## src/rtl/gpio_port_pkg.sv

```systemverilog
package gpio_port_pkg;

  localparam int REG_W     = 16;
  localparam int NREG      = 8;
  localparam int PULL_PINS = 15;
  localparam int MAX_PINS  = 64;

  // register slots
  localparam int R_DIR_LO = 0;
  localparam int R_DIR_HI = 1;
  localparam int R_DAT_LO = 2;
  localparam int R_DAT_HI = 3;
  localparam int R_AUX0   = 4;
  localparam int R_AUX1   = 5;
  localparam int R_PEN    = 6;
  localparam int R_PUP    = 7;

  // special results of oe_loc
  localparam int LOC_NONE = -1;
  localparam int LOC_TIED = -2;

  function automatic int reg_offset(int idx);
    case (idx)
      R_DIR_LO: return 'h000;
      R_DIR_HI: return 'h002;
      R_DAT_LO: return 'h004;
      R_DAT_HI: return 'h006;
      R_AUX0:   return 'h01C;
      R_AUX1:   return 'h01E;
      R_PEN:    return 'h1E0;
      default:  return 'h1E2;
    endcase
  endfunction

  // flat bit location (slot*REG_W + bit) of a pin's output value
  function automatic int out_loc(int p, int npins, bit oe_reg);
    if (p >= npins) return LOC_NONE;
    if (p < 16) return R_DAT_LO * REG_W + p;
    if (p < 32) return R_DAT_HI * REG_W + p - 16;
    if (oe_reg) return (p < 48) ? R_AUX1 * REG_W + p - 32 : LOC_NONE;
    if (p < 48) return R_AUX0 * REG_W + p - 32;
    if (p < 50) return R_AUX1 * REG_W + p - 48;
    return LOC_NONE;
  endfunction

  // flat bit location of a pin's output enable
  function automatic int oe_loc(int p, int npins, bit oe_reg);
    if (p >= npins) return LOC_NONE;
    if (p < 16) return R_DIR_LO * REG_W + p;
    if (p < 32) return R_DIR_HI * REG_W + p - 16;
    if (oe_reg) return (p < 48) ? R_AUX0 * REG_W + p - 32 : LOC_NONE;
    if (p < 48) return LOC_TIED;
    if (p < 50) return R_AUX1 * REG_W + 8 + p - 48;
    return LOC_NONE;
  endfunction

  // implemented (writable) bits of one register slot
  function automatic logic [REG_W-1:0] wr_mask(int idx, int npins, bit oe_reg, bit pull);
    logic [REG_W-1:0] m;
    m = '0;
    for (int p = 0; p < npins && p < MAX_PINS; p++) begin
      int o;
      int e;
      o = out_loc(p, npins, oe_reg);
      e = oe_loc(p, npins, oe_reg);
      if (o >= 0 && o / REG_W == idx) m[o % REG_W] = 1'b1;
      if (e >= 0 && e / REG_W == idx) m[e % REG_W] = 1'b1;
      if (pull && p < PULL_PINS && (idx == R_PEN || idx == R_PUP)) m[p] = 1'b1;
    end
    return m;
  endfunction

  // pin whose data sits at a register bit, or LOC_NONE
  function automatic int data_pin(int idx, int b, int npins, bit oe_reg);
    for (int p = 0; p < npins && p < MAX_PINS; p++)
      if (out_loc(p, npins, oe_reg) == idx * REG_W + b) return p;
    return LOC_NONE;
  endfunction

endpackage

```

## src/rtl/gpio_reg16.sv

```systemverilog
module gpio_reg16 #(
  parameter int W = 16,
  parameter logic [W-1:0] MASK = '1
) (
  input  logic         clk,
  input  logic         rst,
  input  logic         we,
  input  logic [W-1:0] wdata,
  output logic [W-1:0] q
);

  always_ff @(posedge clk) begin
    if (rst)     q <= '0;
    else if (we) q <= wdata & MASK;
  end

endmodule

```

## src/rtl/gpio_in_sync.sv

```systemverilog
module gpio_in_sync #(
  parameter int WIDTH  = 50,
  parameter int STAGES = 2
) (
  input  logic             clk,
  input  logic             rst,
  input  logic [WIDTH-1:0] d,
  output logic [WIDTH-1:0] q
);

  logic [WIDTH-1:0] chain [STAGES];

  generate
    for (genvar s = 0; s < STAGES; s++) begin : g_stage
      if (s == 0) begin : g_first
        always_ff @(posedge clk) begin
          if (rst) chain[0] <= '0;
          else     chain[0] <= d;
        end
      end else begin : g_next
        always_ff @(posedge clk) begin
          if (rst) chain[s] <= '0;
          else     chain[s] <= chain[s-1];
        end
      end
    end
  endgenerate

  assign q = chain[STAGES-1];

endmodule

```

## src/rtl/gpio_port.sv

```systemverilog
module gpio_port
  import gpio_port_pkg::*;
#(
  parameter int NUM_PINS    = 50,
  parameter bit HAS_PULL    = 1'b1,
  parameter bit HAS_OE_REG  = 1'b0,
  parameter int ADDR_W      = 9,
  parameter int SYNC_STAGES = 2
) (
  input  logic                clk,
  input  logic                rst,
  input  logic                wr_en,
  input  logic                rd_en,
  input  logic [ADDR_W-1:0]   addr,
  input  logic [REG_W-1:0]    wdata,
  output logic [REG_W-1:0]    rdata,
  input  logic [NUM_PINS-1:0] pin_in,
  output logic [NUM_PINS-1:0] pin_out,
  output logic [NUM_PINS-1:0] pin_oe,
  output logic [NUM_PINS-1:0] pull_en,
  output logic [NUM_PINS-1:0] pull_up
);

  localparam int FLAT_W = NREG * REG_W;

  logic [NREG-1:0]     hit;
  logic [FLAT_W-1:0]   regs;
  logic [FLAT_W-1:0]   view;
  logic [NUM_PINS-1:0] pad_s;
  logic [NUM_PINS-1:0] rb;
  logic [REG_W-1:0]    sel;

  gpio_in_sync #(.WIDTH(NUM_PINS), .STAGES(SYNC_STAGES)) u_sync (
    .clk (clk),
    .rst (rst),
    .d   (pin_in),
    .q   (pad_s)
  );

  // register slots, their decode and their read view
  generate
    for (genvar r = 0; r < NREG; r++) begin : g_reg
      localparam logic [ADDR_W-1:0] OFS = ADDR_W'(reg_offset(r));
      localparam logic [REG_W-1:0]  MSK = wr_mask(r, NUM_PINS, HAS_OE_REG, HAS_PULL);

      assign hit[r] = (addr == OFS);

      gpio_reg16 #(.W(REG_W), .MASK(MSK)) u_reg (
        .clk   (clk),
        .rst   (rst),
        .we    (wr_en & hit[r]),
        .wdata (wdata),
        .q     (regs[r*REG_W +: REG_W])
      );

      for (genvar b = 0; b < REG_W; b++) begin : g_bit
        localparam int DP = data_pin(r, b, NUM_PINS, HAS_OE_REG);
        if (DP >= 0) begin : g_data
          assign view[r*REG_W + b] = rb[DP];
        end else begin : g_plain
          assign view[r*REG_W + b] = regs[r*REG_W + b];
        end
      end
    end
  endgenerate

  // per-pin routing from register bits
  generate
    for (genvar p = 0; p < NUM_PINS; p++) begin : g_pin
      localparam int OL = out_loc(p, NUM_PINS, HAS_OE_REG);
      localparam int EL = oe_loc(p, NUM_PINS, HAS_OE_REG);

      if (OL >= 0) begin : g_out
        assign pin_out[p] = regs[OL];
      end else begin : g_out0
        assign pin_out[p] = 1'b0;
      end

      if (EL >= 0) begin : g_oe
        assign pin_oe[p] = regs[EL];
      end else if (EL == LOC_TIED) begin : g_oe1
        assign pin_oe[p] = 1'b1;
      end else begin : g_oe0
        assign pin_oe[p] = 1'b0;
      end

      if (HAS_PULL && p < PULL_PINS) begin : g_pull
        assign pull_en[p] = regs[R_PEN*REG_W + p];
        assign pull_up[p] = regs[R_PUP*REG_W + p];
      end else begin : g_nopull
        assign pull_en[p] = 1'b0;
        assign pull_up[p] = 1'b0;
      end

      assign rb[p] = pin_oe[p] ? pin_out[p] : pad_s[p];
    end
  endgenerate

  always_comb begin
    sel = '0;
    for (int r = 0; r < NREG; r++)
      if (hit[r]) sel = view[r*REG_W +: REG_W];
  end

  always_ff @(posedge clk) begin
    if (rst)        rdata <= '0;
    else if (rd_en) rdata <= sel;
  end

endmodule

```

## config.mk

```make
export PLATFORM = sky130hd
export DESIGN_NAME = gpio_port
export DESIGN_NICKNAME = d
export VERILOG_FILES = /design/src/rtl/gpio_port_pkg.sv /design/src/rtl/gpio_reg16.sv /design/src/rtl/gpio_in_sync.sv /design/src/rtl/gpio_port.sv
export SDC_FILE = /design/constraint.sdc
export NUM_CORES = 1
export LEC_CHECK = 0
export ABC_AREA = 1
export BUFFER_PORTS_ARGS = -buffer_cell sky130_fd_sc_hd__clkbuf_2
export CORE_MARGIN = 4
export CORE_UTILIZATION = 25
export DETAILED_ROUTE_END_ITERATION = 10
export MAX_ROUTING_LAYER = met4
export PLACE_DENSITY = 0.44
export SYNTH_ARGS = -nofsm -noshare
export SYNTH_HDL_FRONTEND = slang
export SYNTH_HIERARCHICAL = 1
export SYNTH_SLANG_ARGS = --single-unit
```

## constraint.sdc

```tcl
create_clock -name clk -period 2.2 [get_ports clk]
set_input_delay 0.11 -clock clk [delete_from_list [all_inputs] [get_ports clk]]
set_output_delay 0.11 -clock clk [all_outputs]
set_load 0.02 [all_outputs]
```

-- Word-level counts from Yosys, hierarchy flattened
Memory sizes are Yosys's and may differ from the RTL's.
Index checks and enable logic that the tools add are counted.
- bits in writable memories: 100
- register bits after elaboration: 130
- memories: 1
- bits of input ports: 79
- equal/unequal tests: 7
- reductions and logical operators: 1
- muxes and demuxes: 47
- bitwise logic cells: 10
- memories (memory ; depth ; width ; read ports ; clocked after memory_dff ; write ports ; line ; source):
    u_sync.chain ; 2 ; 50 ; 2 ; 0 ; 2 ; gpio_in_sync.sv:11 ; logic [WIDTH-1:0] chain [STAGES];
- operator list (cell ; count):
    $mux 16 ; 8
    $mux 50 ; 2
    $mux 1 ; 37
    $eq 9x3->1 const B ; 2
    $eq 9x5->1 const B ; 2
    $eq 9x9->1 const B ; 2
    $eq 9x2->1 const B ; 1
    $logic_not 9->1 ; 1
    $and 1x1->1 ; 8
    $or 1x1->1 ; 2

-- Logic depth before layout (Yosys ltp)
- word-level depth: 9
- mapped depth: 12
- depth with buffers taken out: 11

-- By module
The synthesis kept the hierarchy.
- by module, submodules not included (module ; times used ; area an instance (um2) ; cells an instance):
    gpio_reg16 (g_reg[0].u_reg ...) ; 5 ; 670.6 ; 101
    gpio_port ; 1 ; 2939.1 ; 480
    gpio_in_sync ; 1 ; 2901.5 ; 311
    gpio_reg16 (g_reg[6].u_reg ...) ; 2 ; 645.6 ; 97
    gpio_reg16 (g_reg[5].u_reg) ; 1 ; 266.5 ; 39

-- Least setup slack after synthesis
OpenSTA, ideal clock, no wires.
- path type: in2reg
- start: input addr[8]
- end: register g_reg[2].u_reg.q[4]
- slack: 0.614 ns
- stages on the path: 8
- path buffers: 2
- arrival time: 1.472 ns
- path through: buf_6 > inv_2 > nand2_1 > nor4_1 > buf_6 > nand2_1 > nand2_1 > nor2_2
- cells in the longest elaborated chain, start to end: 2
- ends and longest elaborated chain (element ; line ; source):
    start: declaration ; gpio_port.sv:14 ; input logic [ADDR_W-1:0] addr,
    $eq 9x3->1 ; gpio_port.sv:46 ; assign hit[r] = (addr == OFS);
    $and 1x1->1 ; gpio_port.sv:51 ; .we (wr_en & hit[r]),
    end signal: assignment ; gpio_reg16.sv:14 ; else if (we) q <= wdata & MASK;
    end: declaration ; gpio_reg16.sv:9 ; output logic [W-1:0] q
No other way between the ends.
A chain may end at the register's enable or synchronous reset.

-- Worst setup path after layout
- start: register g_reg[0].u_reg.q[8]
- end: register rdata[8]
- cells in the longest elaborated chain, start to end: 8
- elaborated cells on any way between the ends: 9
- those cells by class: mux (9)
- ends and longest elaborated chain (element ; line ; source):
    start: declaration ; gpio_reg16.sv:9 ;
    start signal: assignment ; gpio_reg16.sv:14 ;
    $mux 16 (2 in a row) ; gpio_port.sv:102 ; if (hit[r]) sel = view[r*REG_W +: REG_W];
    $mux 16 (*) (6 in a row) ; gpio_port.sv:102 ;
    end signal: assignment ; gpio_port.sv:107 ; else if (rd_en) rdata <= sel;
    end: declaration ; gpio_port.sv:16 ; output logic [REG_W-1:0] rdata,
Every way passes the cells marked *; elsewhere a longest branch is shown, timed or not.

==> impl_metrics.ini <==
[outcome]
outcome = finished, final reports clean

[timing]
setup_tns_ps = 0
final_max_slew_viol_count = 0
fin_crit_ps = 1698
finClkSkew_ps = 12.46
worstMarginPinSlew_ps = 609.2
hold_viol = 0
setup_viol = 0
fin_crit_sh_pct = 77.20
fmax_mhz = 588.8
whs_ps = 59.52
slew_headroom_pct = 59.34
rsz0062_at_grt = false

[power]
leakage_nw = 5.848
vdd_ir_drop_max_uv = 506.1
power_per_cell_area_mw_per_mm2 = 657.7

[clock_network]
post_cts_buffers = 0
root_buffer = clkbuf_16
clock_path_buffers = 2
h-tree-depth = 4
clock_sinks = 198
clock_latency_ps = 450
cts.clk_slew.worst_paths_ps = 80
numCtsBuffers = 17
cts_tree = done

[grt]
grt_overflow = 0
grt_pass1_vias = 7990
antenna_found_initial = 0
track_usage_pct = 15.85
grt_max_degree = 39
grt_pass1_wl_um = 48470

[synthesis]
syn_area_per_cell_um2 = 6.883
ys_warn_count = 6
mappedNetlistArea_mm2 = 0.009857
synthCells = 1432

[route]
num_vias = 8653
met2_length_um = 16220
dr.pass1.iters = 4
wl_um = 33320
met3_length_um = 2300
drc = 0
first_iter_violations = 527
top_layer = met4
vias_per_cell = 3.991
wl_met1_um = 14450
wl_per_cell_um = 15.37
drtAntennaViolNets = 0

[layout]
area_growth_syn_to_layout_pct = 18.53
n_antenna_cell = 0
num-nets-final = 1716
drive_above_1_share_pct = 18.85
fin_util_pct = 30.09

[floorplanning]
start_util_pct = 25.39
core_area_mm2 = 0.03883
die_height_um = 206.6
die-area_mm2 = 0.04267
ios = 295
rows = 72
die_x_um = 206.6

[place]
port_buffers = 192
place_hpwl_um = 25310
gp_congestion = 0.9250

[critical_path]
worstRegToRegCells = 7
crit_type = flop to flop
endpoint_kind = flop
worst_ep_arrival_time_ps = 2020
crit_required_ps = 2530
cp_max_fo = 5
reg2reg_slack_ps = 500
cp-start-kind = flop

[hold_path]
whs_path_depth = 5
hold_path_class = primary input to flop

[job]
maxCapViolations = 0
## registers in the layout, summed over array words and instances, names as in the netlist
name	count
g.u_reg/q	114
u_sync/chain	68
rdata	16
## metal layers
metal | track usage, % | vias to the layer above
li1 | - | 4427
met1 | 19.75 | 3989
met2 | 26.24 | 217
met3 | 3.921 | 20
met4 | 3.303 | 0
met5 | - | -
## final cells by class
type	count	area, um2
fillers	4318	27140
inverters	236	890.9
multi-input cells	939	4091
clock inverters	15	205.2
flip-flops and latches	198	3964
repair buffers	245	1459
clock buffers	17	425.4
well taps	518	648.1
## through the flow
| step | worst slack (ps) | cell area (um2) | instances | total power, W |
|---|---|---|---|---|
| after floorplan | 614.0 | 10210 | 1527 | 0.004287 |
| after global routing | 371.3 | 11680 | 2168 | 0.008033 |
| final | 501.6 | 11680 | 2168 | 0.007685 |
| after detailed placement | 372.5 | 10710 | 2102 | 0.004341 |
| after CTS | 499.6 | 11680 | 2168 | 0.007799 |
| after global placement | 392.0 | 10710 | 2102 | 0.004336 |
## where the power goes
| part | internal (W) | leakage (nW) | switching (W) | total [W] |
|---|---|---|---|---|
| sequential | 0.00364 | 1.61 | 0.0000180 | 0.00366 |
| clock | 0.00176 | 0.305 | 0.00163 | 0.00339 |
| combinational | 0.000174 | 3.93 | 0.000465 | 0.000639 |
## repair_timing
action | in CTS | in global routing
hold buffers | 34 | 0
resized for setup | 0 | 0
endpoints found under the hold margin | 34 | 0
## path summary, 6_finish.rpt
check / from / to
min: wdata[15] / g_reg[3].u_reg/q[15]
max reg2reg: g_reg[0].u_reg/q[8] / rdata[8]
max: g_reg[0].u_reg/q[8] / rdata[8]
min reg2reg: u_sync/chain[0][31] / u_sync/chain[1][31]
## placed cells by master, fill, tap and decap left out, types with 2 or more instances in the layout
cell and instances:
a21oi_1 20, a21oi_2 11, buf_4 19, bufinv_16 2, clkbuf_16 17, clkbuf_2 191
clkinv_2 2, clkinv_8 3, conb_1 100, dfxtp_1 198, dlygate4sd3_1 34, inv_1 226
inv_2 7, inv_6 5, inv_8 4, mux2_2 5, mux2i_1 16, nand2_1 336
nand2_2 6, nand2_4 3, nand3_1 35, nand4_1 19, nor2_1 316, nor2_2 21
nor2_4 3, nor3_1 3, nor3_4 3, nor4_2 2, o21ai_0 32, o21ai_1 2
## worst max-delay path: stages, from the launching register on
cell     delay, ps
dfxtp_1        440
o21ai_0        180
nand3_1        120
nand3_1         90
nor2_1         330
nand4_1        230
nand2_1        130
a21oi_2         50
Note: power is estimated with default switching activity, not from simulation.
